==> config.mk <==
export PLATFORM = sky130hd
export DESIGN_NAME = beacon_timer_gen
export DESIGN_NICKNAME = d
export VERILOG_FILES = /design/src/rtl/bt_pkg.sv /design/src/rtl/bt_regs.sv /design/src/rtl/bt_tsf.sv /design/src/rtl/bt_slot.sv /design/src/rtl/beacon_timer_gen.sv
export SDC_FILE = /design/constraint.sdc
export NUM_CORES = 1
export LEC_CHECK = 0
export ABC_AREA = 1
export ABC_CLOCK_PERIOD_IN_PS = 4200
export BUFFER_PORTS_ARGS = -buffer_cell sky130_fd_sc_hd__buf_2
export CORE_MARGIN = 10
export CORE_UTILIZATION = 35
export CTS_BUF_LIST = sky130_fd_sc_hd__clkbuf_8
export DETAILED_ROUTE_END_ITERATION = 10
export GPL_ROUTABILITY_DRIVEN = 0
export SYNTH_ARGS = -nofsm -noshare
export SYNTH_HDL_FRONTEND = slang
export SYNTH_SLANG_ARGS = --single-unit
==> constraint.sdc <==
create_clock -name clk -period 4.2 [get_ports clk]
set_clock_uncertainty 0.05 [all_clocks]
set_input_delay 0.21 -clock clk [delete_from_list [all_inputs] [get_ports clk]]
set_output_delay 0.21 -clock clk [all_outputs]
set_load 0.03 [all_outputs]
==> src/rtl/bt_pkg.sv <==
// Shared definitions for the beacon timer generator.
// Assumes a three-bit register address space and three timers.
package bt_pkg;
    localparam int NUM_TIMERS = 3;
    localparam int TMR_TBTT   = 0;
    localparam int TMR_DMA    = 1;
    localparam int TMR_SW     = 2;

    localparam int ADDR_W         = 3;
    localparam int MODE_ADHOC_BIT = 3;

    typedef enum logic [ADDR_W-1:0] {
        REG_NEXT     = 3'd0,
        REG_DMA_LEAD = 3'd1,
        REG_SW_LEAD  = 3'd2,
        REG_PERIOD   = 3'd3,
        REG_FRAC     = 3'd4,
        REG_MODE     = 3'd5
    } reg_addr_e;
endpackage

==> src/rtl/bt_regs.sv <==
// Configuration registers and target derivation.
// A write to REG_NEXT yields a one-cycle load with three targets:
// TBTT and TBTT minus each lead. The period is the shifted
// 1/8-TU count plus the microsecond fraction.
// Assumes W is wide enough to hold the shifted values.
module bt_regs
    import bt_pkg::*;
#(
    parameter int W         = 32,
    parameter int PER_W     = 16,
    parameter int FRAC_W    = 16,
    parameter int TU8_SHIFT = 7
) (
    input  logic                            clk,
    input  logic                            rst_n,
    input  logic                            wr_en,
    input  logic [ADDR_W-1:0]               wr_addr,
    input  logic [W-1:0]                    wr_data,
    output logic [W-1:0]                    period,
    output logic [NUM_TIMERS-1:0]           enable,
    output logic                            adhoc,
    output logic                            load,
    output logic [NUM_TIMERS-1:0][W-1:0]    load_val,
    output logic                            tsf_clear
);
    localparam int CLR_BIT = W - 1;

    logic [W-1:0]      dma_lead;
    logic [W-1:0]      sw_lead;
    logic [PER_W-1:0]  per_tu8;
    logic [FRAC_W-1:0] frac;
    logic [W-1:0]      base;

    // Register storage updated by the write port.
    always_ff @(posedge clk) begin
        if (!rst_n) begin
            dma_lead <= '0;
            sw_lead  <= '0;
            per_tu8  <= '0;
            frac     <= '0;
            enable   <= '0;
            adhoc    <= 1'b0;
        end else if (wr_en) begin
            case (reg_addr_e'(wr_addr))
                REG_DMA_LEAD: dma_lead <= wr_data;
                REG_SW_LEAD:  sw_lead  <= wr_data;
                REG_PERIOD:   per_tu8  <= wr_data[PER_W-1:0];
                REG_FRAC:     frac     <= wr_data[FRAC_W-1:0];
                REG_MODE: begin
                    enable <= wr_data[NUM_TIMERS-1:0];
                    adhoc  <= wr_data[MODE_ADHOC_BIT];
                end
                default: ;
            endcase
        end
    end

    // Shared period in microseconds.
    always_comb begin
        period = (W'(per_tu8) << TU8_SHIFT) + W'(frac);
    end

    // Target load and TSF clear decoded straight from the write.
    always_comb begin
        base                = wr_data << TU8_SHIFT;
        load                = wr_en && (reg_addr_e'(wr_addr) == REG_NEXT);
        load_val[TMR_TBTT]  = base;
        load_val[TMR_DMA]   = base - dma_lead;
        load_val[TMR_SW]    = base - sw_lead;
        tsf_clear           = wr_en && (reg_addr_e'(wr_addr) == REG_PERIOD)
                              && wr_data[CLR_BIT];
    end
endmodule

==> src/rtl/bt_tsf.sv <==
// Free-running TSF counter in microseconds.
// Advances on us_tick; a clear request wins over the advance.
module bt_tsf #(
    parameter int W = 32
) (
    input  logic         clk,
    input  logic         rst_n,
    input  logic         us_tick,
    input  logic         clear,
    output logic [W-1:0] tsf
);
    // Count, clear or hold.
    always_ff @(posedge clk) begin
        if (!rst_n || clear) begin
            tsf <= '0;
        end else if (us_tick) begin
            tsf <= tsf + 1'b1;
        end
    end
endmodule

==> src/rtl/bt_slot.sv <==
// One periodic event timer.
// Fires when enabled and TSF equals the target: the strobe is
// registered, so it rises one cycle later. The target then advances
// by the period. A load replaces the target and takes priority.
// Assumes TSF advances by at most 1 per cycle, so equality is never skipped.
module bt_slot #(
    parameter int W = 32
) (
    input  logic         clk,
    input  logic         rst_n,
    input  logic [W-1:0] tsf,
    input  logic         enable,
    input  logic         load,
    input  logic [W-1:0] load_val,
    input  logic [W-1:0] period,
    output logic         strobe
);
    logic [W-1:0] target;
    logic         hit;

    // Expiry comparison.
    always_comb begin
        hit = enable && (tsf == target);
    end

    // Strobe register and target re-arm or reload.
    always_ff @(posedge clk) begin
        if (!rst_n) begin
            target <= '0;
            strobe <= 1'b0;
        end else begin
            strobe <= hit;
            if (load) begin
                target <= load_val;
            end else if (hit) begin
                target <= target + period;
            end
        end
    end
endmodule

==> src/rtl/beacon_timer_gen.sv <==
// Top of the beacon timer generator: register block, TSF counter
// and one timer slot per event, generated from the package count.
// Assumes writes come from a single synchronous agent.
module beacon_timer_gen
    import bt_pkg::*;
#(
    parameter int W         = 32,
    parameter int PER_W     = 16,
    parameter int FRAC_W    = 16,
    parameter int TU8_SHIFT = 7
) (
    input  logic              clk,
    input  logic              rst_n,
    input  logic              us_tick,
    input  logic              wr_en,
    input  logic [ADDR_W-1:0] wr_addr,
    input  logic [W-1:0]      wr_data,
    output logic [W-1:0]      tsf,
    output logic              tbtt_strobe,
    output logic              dma_alert_strobe,
    output logic              sw_alert_strobe,
    output logic              adhoc_policy
);
    logic [W-1:0]                   period;
    logic [NUM_TIMERS-1:0]          enable;
    logic                           load;
    logic [NUM_TIMERS-1:0][W-1:0]   load_val;
    logic                           tsf_clear;
    logic [NUM_TIMERS-1:0]          strobe;

    bt_regs #(
        .W(W), .PER_W(PER_W), .FRAC_W(FRAC_W), .TU8_SHIFT(TU8_SHIFT)
    ) i_regs (
        .clk       (clk),
        .rst_n     (rst_n),
        .wr_en     (wr_en),
        .wr_addr   (wr_addr),
        .wr_data   (wr_data),
        .period    (period),
        .enable    (enable),
        .adhoc     (adhoc_policy),
        .load      (load),
        .load_val  (load_val),
        .tsf_clear (tsf_clear)
    );

    bt_tsf #(.W(W)) i_tsf (
        .clk     (clk),
        .rst_n   (rst_n),
        .us_tick (us_tick),
        .clear   (tsf_clear),
        .tsf     (tsf)
    );

    for (genvar i = 0; i < NUM_TIMERS; i++) begin : g_slot
        bt_slot #(.W(W)) i_slot (
            .clk      (clk),
            .rst_n    (rst_n),
            .tsf      (tsf),
            .enable   (enable[i]),
            .load     (load),
            .load_val (load_val[i]),
            .period   (period),
            .strobe   (strobe[i])
        );
    end

    // Map the strobe vector onto named outputs.
    always_comb begin
        tbtt_strobe      = strobe[TMR_TBTT];
        dma_alert_strobe = strobe[TMR_DMA];
        sw_alert_strobe  = strobe[TMR_SW];
    end
endmodule

==> metrics.cfg <==
[logic_synthesis]
yosysWarnings = 0
avgSynthCellArea_um2 = 5.661
syn_area_um2 = 21610
synth-seq-cells = 231
ys_seq_area_frac = 0.2140
synthAdderAreaFrac = 0.08012
synth.area.mux_share = 0
synth_top_family_by_area = simple AND/OR/NAND/NOR gates
syn_inst = 3818
synthDistinctLibCells = 52
synth_compound_area_frac = 0.1404
synth_edf_count = 0
syn_nets = 3993
synth_flop_cell = dfxtp_1
synth_xor_area_frac = 0.03526
async_flop_share = 0
synthSimpleGateAreaFrac = 0.4092

[floorplanning]
die_h_um = 268.5
floorplan.initialDensity = 0.3522
die_x_um = 268.5
die_area_um2 = 72090
placementRows = 91
ios = 75
coreArea_um2 = 61370

[sta]
finalHoldViolations = 0
final_max_slew_viol_count = 0
rsz0062_at_grt = no
worst_pin_slew_ps = 945.5
setup_tns_ps = 0
fin_ws_ps = 297.1
min_period_ps = 3903
whs_ps = 96.85
fmax_mhz = 256.2
relSlewSlack = 0.3673
post-route-period-util = 0.9293
final-setup-viol-count = 0

[clock_network]
clockRootBuffer = clkbuf_8
clockBufferDepth = 3
cts.sinks = 231
cts_buffers = 47
cts_tree = yes
clk_latency_ps = 650
postCtsSetupRepairBufs = 0
htreeDepth = 2
path_clk_slew_ps = 60

[power_and_ir_drop]
ir_drop_mv = 0.3449
power_density_nw_per_um2 = 261.4
p_leak_nw = 12.30

[finish]
nets = 4090
syn_to_final_growth_pct = 11.99
layout.cells.most_common = nand2_1
fin_area_um2 = 24210
layout-drive-gt1-share = 0.05719
final_cells = 4745
layout_common_cells = 1103 x nand2_1, 564 x inv_1, 521 x nor2_1

[critical_path]
path_common_cell = inv_1
r2r_cells = 19
end_kind = register
cpPeakStageDelay_ps = 530
worstReg2RegStart = i_regs.frac[7]$_SDFFE_PN0P_
path_cells = ha_1, inv_1, fa_1, inv_1, a31oi_1, o21ai_1, a21boi_1, nor2_1, xor2_1, ha_1, a21oi_1, nor2_1, or2_2, a21oi_1, nand4_1, nand3_1, nand3_1, nand2_1, inv_1
cp_slowest_cell = xor2_1
cp_data_required_time_ps = 4690
worstSetupPathType = register to register
cp.arrival_ps = 4390
cp-start-kind = register
cp_max_fo = 5
r2r-end = g_slot[1].i_slot.target[24]$_SDFFE_PN0P_
rrSetupSlack_ps = 300

[drt]
drt_wl_total_um = 89850
wire_per_inst_um = 18.94
first_iter_violations = 2564
viasPerCell = 5.269
dr.pass1.iters = 8
ant_nets = 0
vias = 25000
post-route-drc-count = 0

[flow_run]
drv_cap = 0

[worst_hold_path]
hold_path.class = primary input to register
hold_end = i_regs.dma_lead[31]$_SDFFE_PN0P_
hold_depth = 7
holdCritStartpoint = wr_addr[0]

[place]
io_buffers = 74
dpl.hpwl_um = 70360
dp_cells = 4616
place_area_um2 = 22750
place_worst_setup_slack_ps = 135.0

[global_route]
antenna_found_initial = 2
grt_first_pass_wirelength_um = 135200
grt_pass1_vias = 22520
grt_use_total = 0.2433
grt_overflow_total = 0
grt_max_degree = 87

[run_status]
run_status = completed

[power breakdown]
group	internal, W	leakage (nW)	total, W	switching (W)
clock	0.00149	0.584	0.00267	0.00117
sequential	0.00226	1.87	0.00236	0.0000935
combinational	0.000433	9.84	0.00131	0.000872
[worst max-delay path, delay by kind of cell, from the launching register on]
| family | cells | cell delay, ps |
|---|---|---|
| flip-flops | 1 | 310 |
| adder cells (fa/ha/maj) | 3 | 820 |
| buffers and inverters | 3 | 150 |
| XOR/XNOR | 1 | 530 |
| AND/OR/NAND/NOR | 7 | 800 |
| AO/OA/AOI/OAI | 5 | 1130 |
[registers in the layout, summed over array words and instances (netlist names)]
name and cells:
i_regs.adhoc 1, i_regs.dma_lead 32, i_regs.per_tu8 16, i_regs.sw_lead 32, i_tsf.tsf 32, i_regs.frac 16
i_regs.enable 3, g_slot.i_slot.target 96, g_slot.i_slot.strobe 3
[cell usage after synthesis (6+ instances only)]
master	count	area [µm²]
a21oi_1	275	1376
and2_1	6	37.54
buf_2	28	140.1
clkbuf_1	55	206.5
dfxtp_1	231	4624
ha_1	132	1652
inv_1	552	2072
inv_2	15	56.30
nand2_1	1103	4140
nand3_1	255	1276
nand3b_1	27	202.7
nand4_1	72	450.4
nor2_1	521	1956
nor3_1	75	375.4
nor4_1	8	50.05
o21a_1	8	60.06
o21ai_0	240	1201
o21ai_1	14	70.07
o21bai_1	19	142.6
or2_1	10	62.56
or2_2	15	93.84
xnor2_1	27	236.5
xor2_1	60	525.5
[worst max-delay path by stage]
stage,start,end
5_1_grt,i_regs.frac[7]$_SDFFE_PN0P_,g_slot[0].i_slot.target[26]$_SDFFE_PN0P_
3_5_place_dp,i_regs.frac[7]$_SDFFE_PN0P_,g_slot[1].i_slot.target[24]$_SDFFE_PN0P_
4_1_cts,i_regs.frac[7]$_SDFFE_PN0P_,g_slot[1].i_slot.target[24]$_SDFFE_PN0P_
6_report,i_regs.frac[7]$_SDFFE_PN0P_,g_slot[1].i_slot.target[24]$_SDFFE_PN0P_
3_3_place_gp,i_regs.frac[7]$_SDFFE_PN0P_,g_slot[1].i_slot.target[24]$_SDFFE_PN0P_
2_1_floorplan,i_regs.frac[7]$_SDFFE_PN0P_,g_slot[0].i_slot.target[28]$_SDFFE_PN0P_
[timing repair]
| action | CTS | global route |
|---|---|---|
| endpoints found under the hold margin | 96 | 0 |
| setup endpoints to repair | 0 | 31 |
| hold buffers | 40 | 0 |
| resized for setup | 0 | 4 |
[per-layer routing]
metal | GRT usage | up-vias | routed length [µm]
met5 | 0 | - | 0
met4 | 0.1038 | 0 | 4000
met3 | 0.04768 | 206 | 8805
met2 | 0.3504 | 1104 | 35490
met1 | 0.3453 | 11270 | 41550
li1 | - | 12420 | -
[area by class of cell]
class,count,area [µm²]
tap,790,988.4
clock inverter,25,202.7
sequential,231,4624
multi-input combinational,2919,14380
inverter,572,2150
antenna,3,7.507
clock buffer,61,839.6
fill,6845,37160
timing repair buffer,144,1011
[cells by family after synthesis]
logic type	Yosys count
compound gates	581
xor+xnor	87
fa+ha+maj	136
buf+inv	668
flops	231
simple gates	2115
[per-stage QoR]
step,util,total power (W)
6_report,0.3944,0.006326
5_1_grt,0.3944,0.006610
4_1_cts,0.3942,0.006328
3_5_place_dp,0.3707,0.003639
3_3_place_gp,0.3707,0.003636
2_1_floorplan,-,0.003226
Power figures use the tool's default switching activity.
